**src/rtl/tx_oh_pkg.sv**
```systemverilog
// Shared types and constants for the transmit overhead source selector.
// Assumes the control register layout is fixed by the control bit positions below.
package tx_oh_pkg;

    typedef enum logic [1:0] {
        MODE_DS3_CBIT = 2'd0,
        MODE_DS3_M13  = 2'd1,
        MODE_E3_G751  = 2'd2,
        MODE_E3_G832  = 2'd3
    } frm_mode_e;

    typedef enum logic [3:0] {
        OHC_PAYLOAD = 4'd0,
        OHC_FALIGN  = 4'd1,
        OHC_PARITY  = 4'd2,
        OHC_STUFF   = 4'd3,
        OHC_XARDI   = 4'd4,
        OHC_CPTR    = 4'd5,
        OHC_FEACPD  = 4'd6,
        OHC_MFI_HI  = 4'd7,
        OHC_MFI_LO  = 4'd8,
        OHC_OTHER   = 4'd9
    } oh_class_e;

    typedef enum logic [2:0] {
        SRC_INT,
        SRC_EXT,
        SRC_PAY,
        SRC_PD,
        SRC_ZERO,
        SRC_MFI_HI,
        SRC_MFI_LO
    } bit_src_e;

    localparam int CTRL_W     = 8;
    localparam int CB_XRDI    = 0;
    localparam int CB_PBIT    = 1;
    localparam int CB_FALIGN  = 2;
    localparam int CB_STUFF   = 3;
    localparam int CB_EXTDATA = 4;
    localparam int CB_FEACPD  = 5;
    localparam int CB_CPTR    = 6;
    localparam logic [CTRL_W-1:0] CTRL_WMASK = 8'h7F;

endpackage

```
**src/rtl/txoh_ctrl_reg.sv**
```systemverilog
// Control register holding the external-insertion enables.
// Assumes synchronous active-low reset; bits outside WMASK always read zero.
module txoh_ctrl_reg #(
    parameter int              W     = 8,
    parameter logic [W-1:0]    WMASK = '1
) (
    input  logic         clk,
    input  logic         rst_n,
    input  logic         wr,
    input  logic [W-1:0] wdata,
    output logic [W-1:0] q
);
    // Load masked write data; clear on reset.
    always_ff @(posedge clk) begin
        if (!rst_n)
            q <= '0;
        else if (wr)
            q <= wdata & WMASK;
    end
endmodule

```
**src/rtl/txoh_mfi_cnt.sv**
```systemverilog
// Multiframe indicator counter, one step per frame-start pulse, wrapping.
// Assumes frame_start is a single-cycle pulse from the frame timing logic.
module txoh_mfi_cnt #(
    parameter int CNT_W = 2
) (
    input  logic             clk,
    input  logic             rst_n,
    input  logic             step,
    output logic [CNT_W-1:0] cnt
);
    localparam logic [CNT_W-1:0] ONE = CNT_W'(1);

    // Advance on each step, natural modulo wrap.
    always_ff @(posedge clk) begin
        if (!rst_n)
            cnt <= '0;
        else if (step)
            cnt <= cnt + ONE;
    end
endmodule

```
**src/rtl/txoh_src_mux.sv**
```systemverilog
// Per-bit source decision from mode, control bits and overhead class.
// Purely combinational; assumes the class code is valid in the same cycle.
module txoh_src_mux
    import tx_oh_pkg::*;
(
    input  logic [1:0]        mode,
    input  logic [CTRL_W-1:0] ctrl,
    input  logic [3:0]        oh_class,
    input  logic              auto_rdi,
    input  logic              mfi_en,
    output bit_src_e          src
);
    frm_mode_e md;
    logic      is_ds3;
    logic      is_g832;
    logic      is_cbit;
    logic      stuff_mode;

    // Decode the framing mode into the groups the rules use.
    always_comb begin
        md         = frm_mode_e'(mode);
        is_ds3     = (md == MODE_DS3_CBIT) || (md == MODE_DS3_M13);
        is_g832    = (md == MODE_E3_G832);
        is_cbit    = (md == MODE_DS3_CBIT);
        stuff_mode = (md == MODE_DS3_M13) || (md == MODE_E3_G751);
    end

    // Choose the bit source; ext data overrides all other control bits.
    always_comb begin
        src = SRC_INT;
        if (oh_class == OHC_PAYLOAD) begin
            src = SRC_PAY;
        end else if (ctrl[CB_EXTDATA]) begin
            src = SRC_PAY;
        end else begin
            unique case (oh_class)
                OHC_FALIGN:
                    src = ctrl[CB_FALIGN] ? SRC_EXT : SRC_INT;
                OHC_PARITY:
                    src = (is_ds3 && ctrl[CB_PBIT]) ? SRC_EXT : SRC_INT;
                OHC_STUFF:
                    src = (stuff_mode && ctrl[CB_STUFF]) ? SRC_EXT : SRC_PAY;
                OHC_XARDI:
                    src = (ctrl[CB_XRDI] && (is_ds3 || !auto_rdi)) ? SRC_EXT : SRC_INT;
                OHC_CPTR:
                    if (is_cbit)
                        src = ctrl[CB_CPTR] ? SRC_EXT : SRC_INT;
                    else if (is_g832)
                        src = ctrl[CB_CPTR] ? SRC_EXT : SRC_ZERO;
                    else
                        src = SRC_INT;
                OHC_FEACPD:
                    if (is_cbit)
                        src = ctrl[CB_FEACPD] ? SRC_EXT : SRC_INT;
                    else if (is_g832)
                        src = ctrl[CB_FEACPD] ? SRC_EXT : SRC_PD;
                    else
                        src = SRC_INT;
                OHC_MFI_HI, OHC_MFI_LO:
                    if (!is_g832)
                        src = SRC_INT;
                    else if (ctrl[CB_FEACPD])
                        src = SRC_EXT;
                    else if (!mfi_en)
                        src = SRC_PD;
                    else
                        src = (oh_class == OHC_MFI_HI) ? SRC_MFI_HI : SRC_MFI_LO;
                default:
                    src = SRC_INT;
            endcase
        end
    end
endmodule

```
**src/rtl/tx_oh_select.sv**
```systemverilog
// Transmit overhead source selector: picks each transmitted bit from the
// internal, external, payload, programmable or indicator source, with alarm
// forcing on top. Assumes the class code and data bits arrive together.
module tx_oh_select
    import tx_oh_pkg::*;
#(
    parameter int MFI_W = 2
) (
    input  logic              clk,
    input  logic              rst_n,
    input  logic [1:0]        mode,
    input  logic              ctrl_wr,
    input  logic [CTRL_W-1:0] ctrl_wdata,
    output logic [CTRL_W-1:0] ctrl_q,
    input  logic              auto_rdi,
    input  logic              mfi_en,
    input  logic              frame_start,
    input  logic [3:0]        oh_class,
    input  logic              int_bit,
    input  logic              ext_bit,
    input  logic              pay_bit,
    input  logic              pd_bit,
    input  logic              alm_force,
    input  logic              alm_bit,
    output logic              tx_bit,
    output logic              ext_req,
    output logic [MFI_W-1:0]  mfi_q
);
    bit_src_e src;
    logic     sel_bit;

    txoh_ctrl_reg #(.W(CTRL_W), .WMASK(CTRL_WMASK)) u_ctrl (
        .clk   (clk),
        .rst_n (rst_n),
        .wr    (ctrl_wr),
        .wdata (ctrl_wdata),
        .q     (ctrl_q)
    );

    txoh_mfi_cnt #(.CNT_W(MFI_W)) u_mfi (
        .clk   (clk),
        .rst_n (rst_n),
        .step  (frame_start),
        .cnt   (mfi_q)
    );

    txoh_src_mux u_mux (
        .mode     (mode),
        .ctrl     (ctrl_q),
        .oh_class (oh_class),
        .auto_rdi (auto_rdi),
        .mfi_en   (mfi_en),
        .src      (src)
    );

    // Map the chosen source to its data bit.
    always_comb begin
        unique case (src)
            SRC_EXT:    sel_bit = ext_bit;
            SRC_PAY:    sel_bit = pay_bit;
            SRC_PD:     sel_bit = pd_bit;
            SRC_ZERO:   sel_bit = 1'b0;
            SRC_MFI_HI: sel_bit = mfi_q[MFI_W-1];
            SRC_MFI_LO: sel_bit = mfi_q[MFI_W-2];
            default:    sel_bit = int_bit;
        endcase
    end

    // Alarm forcing wins over every source and suppresses the request.
    always_comb begin
        tx_bit  = alm_force ? alm_bit : sel_bit;
        ext_req = !alm_force && (src == SRC_EXT);
    end
endmodule

```
**config.mk**
```make
export PLATFORM = sky130hd
export DESIGN_NAME = tx_oh_select
export DESIGN_NICKNAME = d
export VERILOG_FILES = /design/src/rtl/tx_oh_pkg.sv /design/src/rtl/txoh_ctrl_reg.sv /design/src/rtl/txoh_mfi_cnt.sv /design/src/rtl/txoh_src_mux.sv /design/src/rtl/tx_oh_select.sv
export SDC_FILE = /design/constraint.sdc
export NUM_CORES = 1
export LEC_CHECK = 0
export BUFFER_PORTS_ARGS = -buffer_cell sky130_fd_sc_hd__buf_2
export CAP_MARGIN = 10
export CORE_UTILIZATION = 48
export CTS_CLUSTER_DIAMETER = 60
export DETAILED_ROUTE_END_ITERATION = 8
export MAX_ROUTING_LAYER = met4
export PLACE_DENSITY = 0.91
export SYNTH_ARGS = -nofsm -noshare
export SYNTH_HDL_FRONTEND = slang
export SYNTH_SLANG_ARGS = --single-unit
```
**constraint.sdc**
```tcl
create_clock -name clk -period 3.52 [get_ports clk]
set_clock_uncertainty 0.2 [all_clocks]
set_input_delay 0.352 -clock clk [delete_from_list [all_inputs] [get_ports clk]]
set_output_delay 0.352 -clock clk [all_outputs]
set_load 0.02 [all_outputs]
```
======== After elaboration in Yosys (flattened, before gate mapping) ========
Cells that the tools add are included.
storage, ports and cells
  flip-flop bits (word level) ............. 9
  input port bits ......................... 26
cells by class
  $add $sub $neg .......................... 1
  equality and inequality tests ........... 17
  muxes and demuxes ....................... 21
  reduce and logical (&&, ||, !) cells .... 12
operator list
  kind                   count
  $mux W3                10
  $pmux W3 S7            1
  $eq A4 B3 Y1 const B   4
  $eq A3 B3 Y1 const B   3
  $eq A4 B2 Y1 const B   2
  $eq A3 B2 Y1 const B   2
  $mux W1                6
  $mux W2                3
  $pmux W1 S6            1
  $eq A2 B2 Y1 const B   2
  $eq A4 B1 Y1 const B   1
  $eq A4 B4 Y1 const B   1
  $logic_and A1 B1 Y1    4
  $logic_not A4 Y1       1
  $eq A3 B1 Y1 const B   1
  $logic_or A1 B1 Y1     3
  $add A2 B1 Y2 const B  1
  $eq A2 B1 Y1 const B   1
  $logic_not A1 Y1       2
  $logic_not A2 Y1       1
  $reduce_or A2 Y1       1

======== Logic depth before layout (Yosys ltp) ========
  depth after elaboration ................. 11
  depth in mapped cells ................... 9
  mapped depth without buffers ............ 9

======== Hierarchy ========
From an unflattened synthesis, not the netlist that was laid out.
second synthesis, totals
  cells, all modules ...................... 95
  area total of the unflattened synthesis .. 777.0 um^2
modules (own cells, without submodules)
  module         times used  cells an instance  area an instance (um^2)  seq. area each (um^2)
  txoh_src_mux   1           47                 322.8                    0.0
  txoh_ctrl_reg  1           24                 276.5                    140.1
  tx_oh_select   1           16                 98.8                     0.0
  txoh_mfi_cnt   1           8                  78.8                     40.0

======== Worst setup path before layout ========
OpenSTA, ideal clock, no wires.
  path kind ............................... in2out
  from .................................... input port mode[1]
  to ...................................... output port ext_req
  arrival ................................. 2.239 ns
  data required time ...................... 2.968 ns
  setup slack ............................. 0.729 ns
  stages on the path ...................... 8
  path buffers ............................ 0
  cells stage by stage .................... inv_1 ha_1 o21ai_0 o21a_1 o21a_1 o32ai_1 nand2_1 nor4_1
on the way
  cells in the longest elaborated chain, start to end .. 10
  elaborated cells on any way between the ends .. 23
  those cells by class .................... eq/ne: 4; mux: 11; reduce/logical: 8
RTL lines
  item                                              line                                                        RTL
  start, declared                                   tx_oh_select.sv:11                                          input logic [1:0] mode,
  $eq A2 B1 Y1 or $logic_not A2 Y1 (tied branches)  txoh_src_mux.sv:22, txoh_src_mux.sv:25, txoh_src_mux.sv:24
  $logic_or A1 B1 Y1                                txoh_src_mux.sv:22                                          is_ds3 = (md == MODE_DS3_CBIT) || (md == MODE_DS3_M13);
  $logic_or A1 B1 Y1                                txoh_src_mux.sv:44                                          src = (ctrl[CB_XRDI] && (is_ds3 || !auto_rdi)) ? SRC_EXT : SRC_INT;
  $logic_and A1 B1 Y1                               txoh_src_mux.sv:44
  $mux W1                                           txoh_src_mux.sv:44
  $pmux W3 S7 (*)                                   txoh_src_mux.sv:36                                          unique case (oh_class)
  $mux W3 (*)                                       txoh_src_mux.sv:33                                          end else if (ctrl[CB_EXTDATA]) begin
  $mux W3 (*)                                       txoh_src_mux.sv:31                                          if (oh_class == OHC_PAYLOAD) begin
  $eq A3 B1 Y1 (*)                                  tx_oh_select.sv:72                                          ext_req = !alm_force && (src == SRC_EXT);
  $logic_and A1 B1 Y1 (*)                           tx_oh_select.sv:72
  end, declared                                     tx_oh_select.sv:26                                          output logic ext_req,
Every way passes the cells marked *; elsewhere a longest branch is shown, timed or not.

======== Final worst setup path ========
  from .................................... input port mode[0]
  to ...................................... output port tx_bit
on the way
  cells in the longest elaborated chain, start to end .. 11
  elaborated cells on any way between the ends .. 29
  those cells by class .................... eq/ne: 9; mux: 13; reduce/logical: 7
RTL lines
  item                                              line                                                        RTL
  $eq A2 B1 Y1 or $logic_not A2 Y1 (tied branches)  txoh_src_mux.sv:22, txoh_src_mux.sv:25, txoh_src_mux.sv:24
  $logic_or A1 B1 Y1                                txoh_src_mux.sv:22
  $logic_or A1 B1 Y1                                txoh_src_mux.sv:44
  $logic_and A1 B1 Y1                               txoh_src_mux.sv:44
  $mux W1                                           txoh_src_mux.sv:44
  $pmux W3 S7 (*)                                   txoh_src_mux.sv:36
  $mux W3 (*)                                       txoh_src_mux.sv:33
  $mux W3 (*)                                       txoh_src_mux.sv:31
  $eq A3 B3 Y1 (tied with other cells)              tx_oh_select.sv:58                                          unique case (src)
  $pmux W1 S6 (*)                                   tx_oh_select.sv:58
  $mux W1 (*)                                       tx_oh_select.sv:71                                          tx_bit = alm_force ? alm_bit : sel_bit;
  end, declared                                     tx_oh_select.sv:25                                          output logic tx_bit,
Marks and branches as above.

==> summary.md <==
| Metric | Value |
|---|---|
| Vias in the first global route | `701` |
| Final Non-Filler Cells | `147` |
| Synth Register Bits | `9` |
| Delay-heaviest family, CP | `compound AO/OA/AOI/OAI gates` |
| Buffers & Inverters on Critical Path | `3` |
| Later-pin clock latency in the skew report | `260 ps` |
| Clk pin slew, worst setup/hold paths | `60 ps` |
| Fmax | `343.0 MHz` |
| CTS Buffer Depth | `2` |
| Crit-path most repeated cell | `buf_2` |
| Max rail drop VDD | `0.2476 mV` |
| Area grow syn2layout | `22.01%` |
| Synthesized Nets | `127` |
| Antenna Violating Nets Remaining | `0` |
| Worst-path cell chain | `buf_2 -> inv_1 -> ha_1 -> a2111oi_0 -> a21oi_1 -> and3_2 -> a211o_2 -> a41oi_1 -> a32oi_1 -> buf_2` |
| Final nets | `161` |
| Drc violations | `0` |
| Placer congestion estimate | `0.7459` |
| Worst Setup Slack, final | `604.3 ps` |
| Hold path depth | `3` |
| Final period util | `0.8283` |
| Fillers | `135` |
| Primary FF master, synth | `dfxtp_1` |
| Initial antenna violation count | `0` |
| Post-CTS Setup Inserts | `0` |
| DP HPWL | `1395 um` |
| Ys Warns | `0` |
| Share of post-route cells with drive strength above 1 | `0.3511` |
| Number of synthesized flops with an enable pin | `0` |
| H-tree depth | `1` |
| Synth top area cells | `dfxtp_1 (23%), mux2i_1 (8.9%), nor2b_1 (6.4%)` |
| Area fraction of the dominant cell type after synthesis | `0.2297` |
| Die area | `0.001800 mm2` |
| Hold Crit Class | `in2reg` |
| Async S/R FF share, synth | `0` |
| Largest net degree at the start of global routing | `14` |
| Post-Syn Area | `784.5 um2` |
| Most frequent cells in the layout | `buf_2 (35), dfxtp_1 (9), nor2b_1 (8)` |
| Worst slack at placement | `611.3 ps` |
| Cells after DPL | `143` |
| Sequential-to-total area share from yosys stat | `0.2297` |
| Core area | `0.001524 mm2` |
| Worst EP required | `2970 ps` |
| TritonCTS clock tree | `done` |
| RSZ-0062 raised after global routing | `no` |
| Crit path kind | `in2out` |
| DIE HEIGHT | `42.43 um` |
| P per Cell Area | `295.8 mW/mm2` |
| Min cycle time layout | `2916 ps` |
| Slowest library cell on the worst path | `a2111oi_0` |
| WL/cell | `11.85 um` |
| CP Launch Type | `primary input` |
| Max-capacitance violation count | `0` |
| Clock tree root buffer cell | `clkbuf_4` |
| Syn Area/Cell | `8.005 um2` |
| GRT Resource Usage Total | `0.2056` |
| Worst rel slew slack | `0.6567` |
| Final Max Tran Viols | `0` |
| Post-synth top area cell | `dfxtp_1` |
| Number of cells on the critical path | `10` |
| Total wire length | `1742 um` |
| Fin. Hold Viols | `0` |
| Worst Reg-to-Reg Cells | `3` |
| WHS | `149.5 ps` |
| Die W | `42.43 um` |
| Rows | `14` |
| Netlist cell types | `42` |
| Critical Path Sink Type | `output pin` |
| Antenna diode count | `0` |
| Global route overflow | `0` |
| Slew @ Worst Pin | `513.4 ps` |
| Most common cell after layout, fill and taps aside | `buf_2` |
| Pleak | `0.0004591 uW` |
| CTS buffer count | `3` |
| Area post-placement | `930.9 um2` |
| Outcome | `finished, final reports clean` |
| Sink Count | `9` |
| Cells after Synth | `98` |
| # port buffers | `35` |
| Critical path arrival | `2360 ps` |
| Cts repair resizes | `0` |
| Final instance area | `957.2 um2` |
| Initial core utilization | `0.5148` |
| Vias per cell | `5.408` |
| Hold buffers post-CTS | `0` |
| Via count | `795` |
| Initial drt markers | `9` |
| Setup Viol. Count Final | `0` |
| 1st-pass router iterations | `4` |
| Crit path largest cell delay | `490 ps` |
| I/O pins | `38` |
| Total Neg Setup Slack | `0 ps` |
| Global-route wire length before repair | `2753 um` |
| Largest fanout on the critical path | `3` |
cells in the mapped netlist, drive strengths merged, types with 2 or more instances:
master  n
nor3    4
mux2i   7
o21ai   6
ha      3
dfxtp   9
o21a    2
inv     6
nor4    2
nor3b   2
buf     5
nor2b   9
and2    2
nand3   2
nand2   9
nand3b  2
nor2    3
a21oi   4
sequential cells by signal, indices dropped and copies added (netlist names):
signal,flops
u_ctrl.q,7
u_mfi.cnt,2
worst paths after layout:
kind	startpoint	endpoint	slack [ps]
min reg2reg	u_ctrl.q[0]$_SDFFE_PN0P_	u_ctrl.q[0]$_SDFFE_PN0P_	350
max reg2reg	u_mfi.cnt[0]$_SDFFE_PN0P_	u_mfi.cnt[1]$_SDFFE_PN0P_	2500
min	ctrl_wdata[0]	u_ctrl.q[0]$_SDFFE_PN0P_	150
max	mode[0]	tx_bit	600
layer usage:
layer	up-vias	track usage	wire length [um]
met5	-	-	0
li1	413	-	-
met4	0	0.1125	40
met1	353	0.2277	756
met2	25	0.3600	874
met3	4	0.01724	70
metrics by stage:
step | util | power (uW)
after floorplan | - | 177.7
after CTS | 0.6281 | 283.4
final | 0.6281 | 283.1
after global placement | 0.6108 | 201.4
after global routing | 0.6281 | 296.2
after detailed placement | 0.6108 | 204.6
cells by family (layout without fill, tap and decap cells):
logic type	Yosys count	in the layout	share of synthesized area
AOI/OAI and AO/OA	21	21	0.1866
xor gates and xnor gates	2	2	0.02233
adders and majority gates	3	3	0.04785
buffers and inverters	12	45	0.09090
DFF	9	9	0.2297
muxes	7	7	0.08932
other	1	1	0.004780
and+or+nand+nor	43	43	0.3286
area by class of cell:
| type | count | area [um2] | share of cell area |
|---|---|---|---|
| Tap cell | 16 | 20.02 | 0.02092 |
| Clock buffer | 4 | 26.28 | 0.02745 |
| Inverter | 6 | 22.52 | 0.02353 |
| Sequential cell | 9 | 180.2 | 0.1882 |
| Multi-Input combinational cell | 77 | 533.0 | 0.5569 |
| Timing Repair Buffer | 35 | 175.2 | 0.1830 |
where the power goes:
group / switching (uW) / internal (uW)
registers: 7.41 / 109
clock network: 36.3 / 43.7
logic: 47.2 / 39.6
total: 90.9 / 192
worst reg2reg max path, cell delays in order (launching register included):
cell	delay [ps]
dfxtp_1	370
nand2_1	80
xnor2_1	120
and2_1	150
No activity file was read; power rests on OpenSTA's default activity.
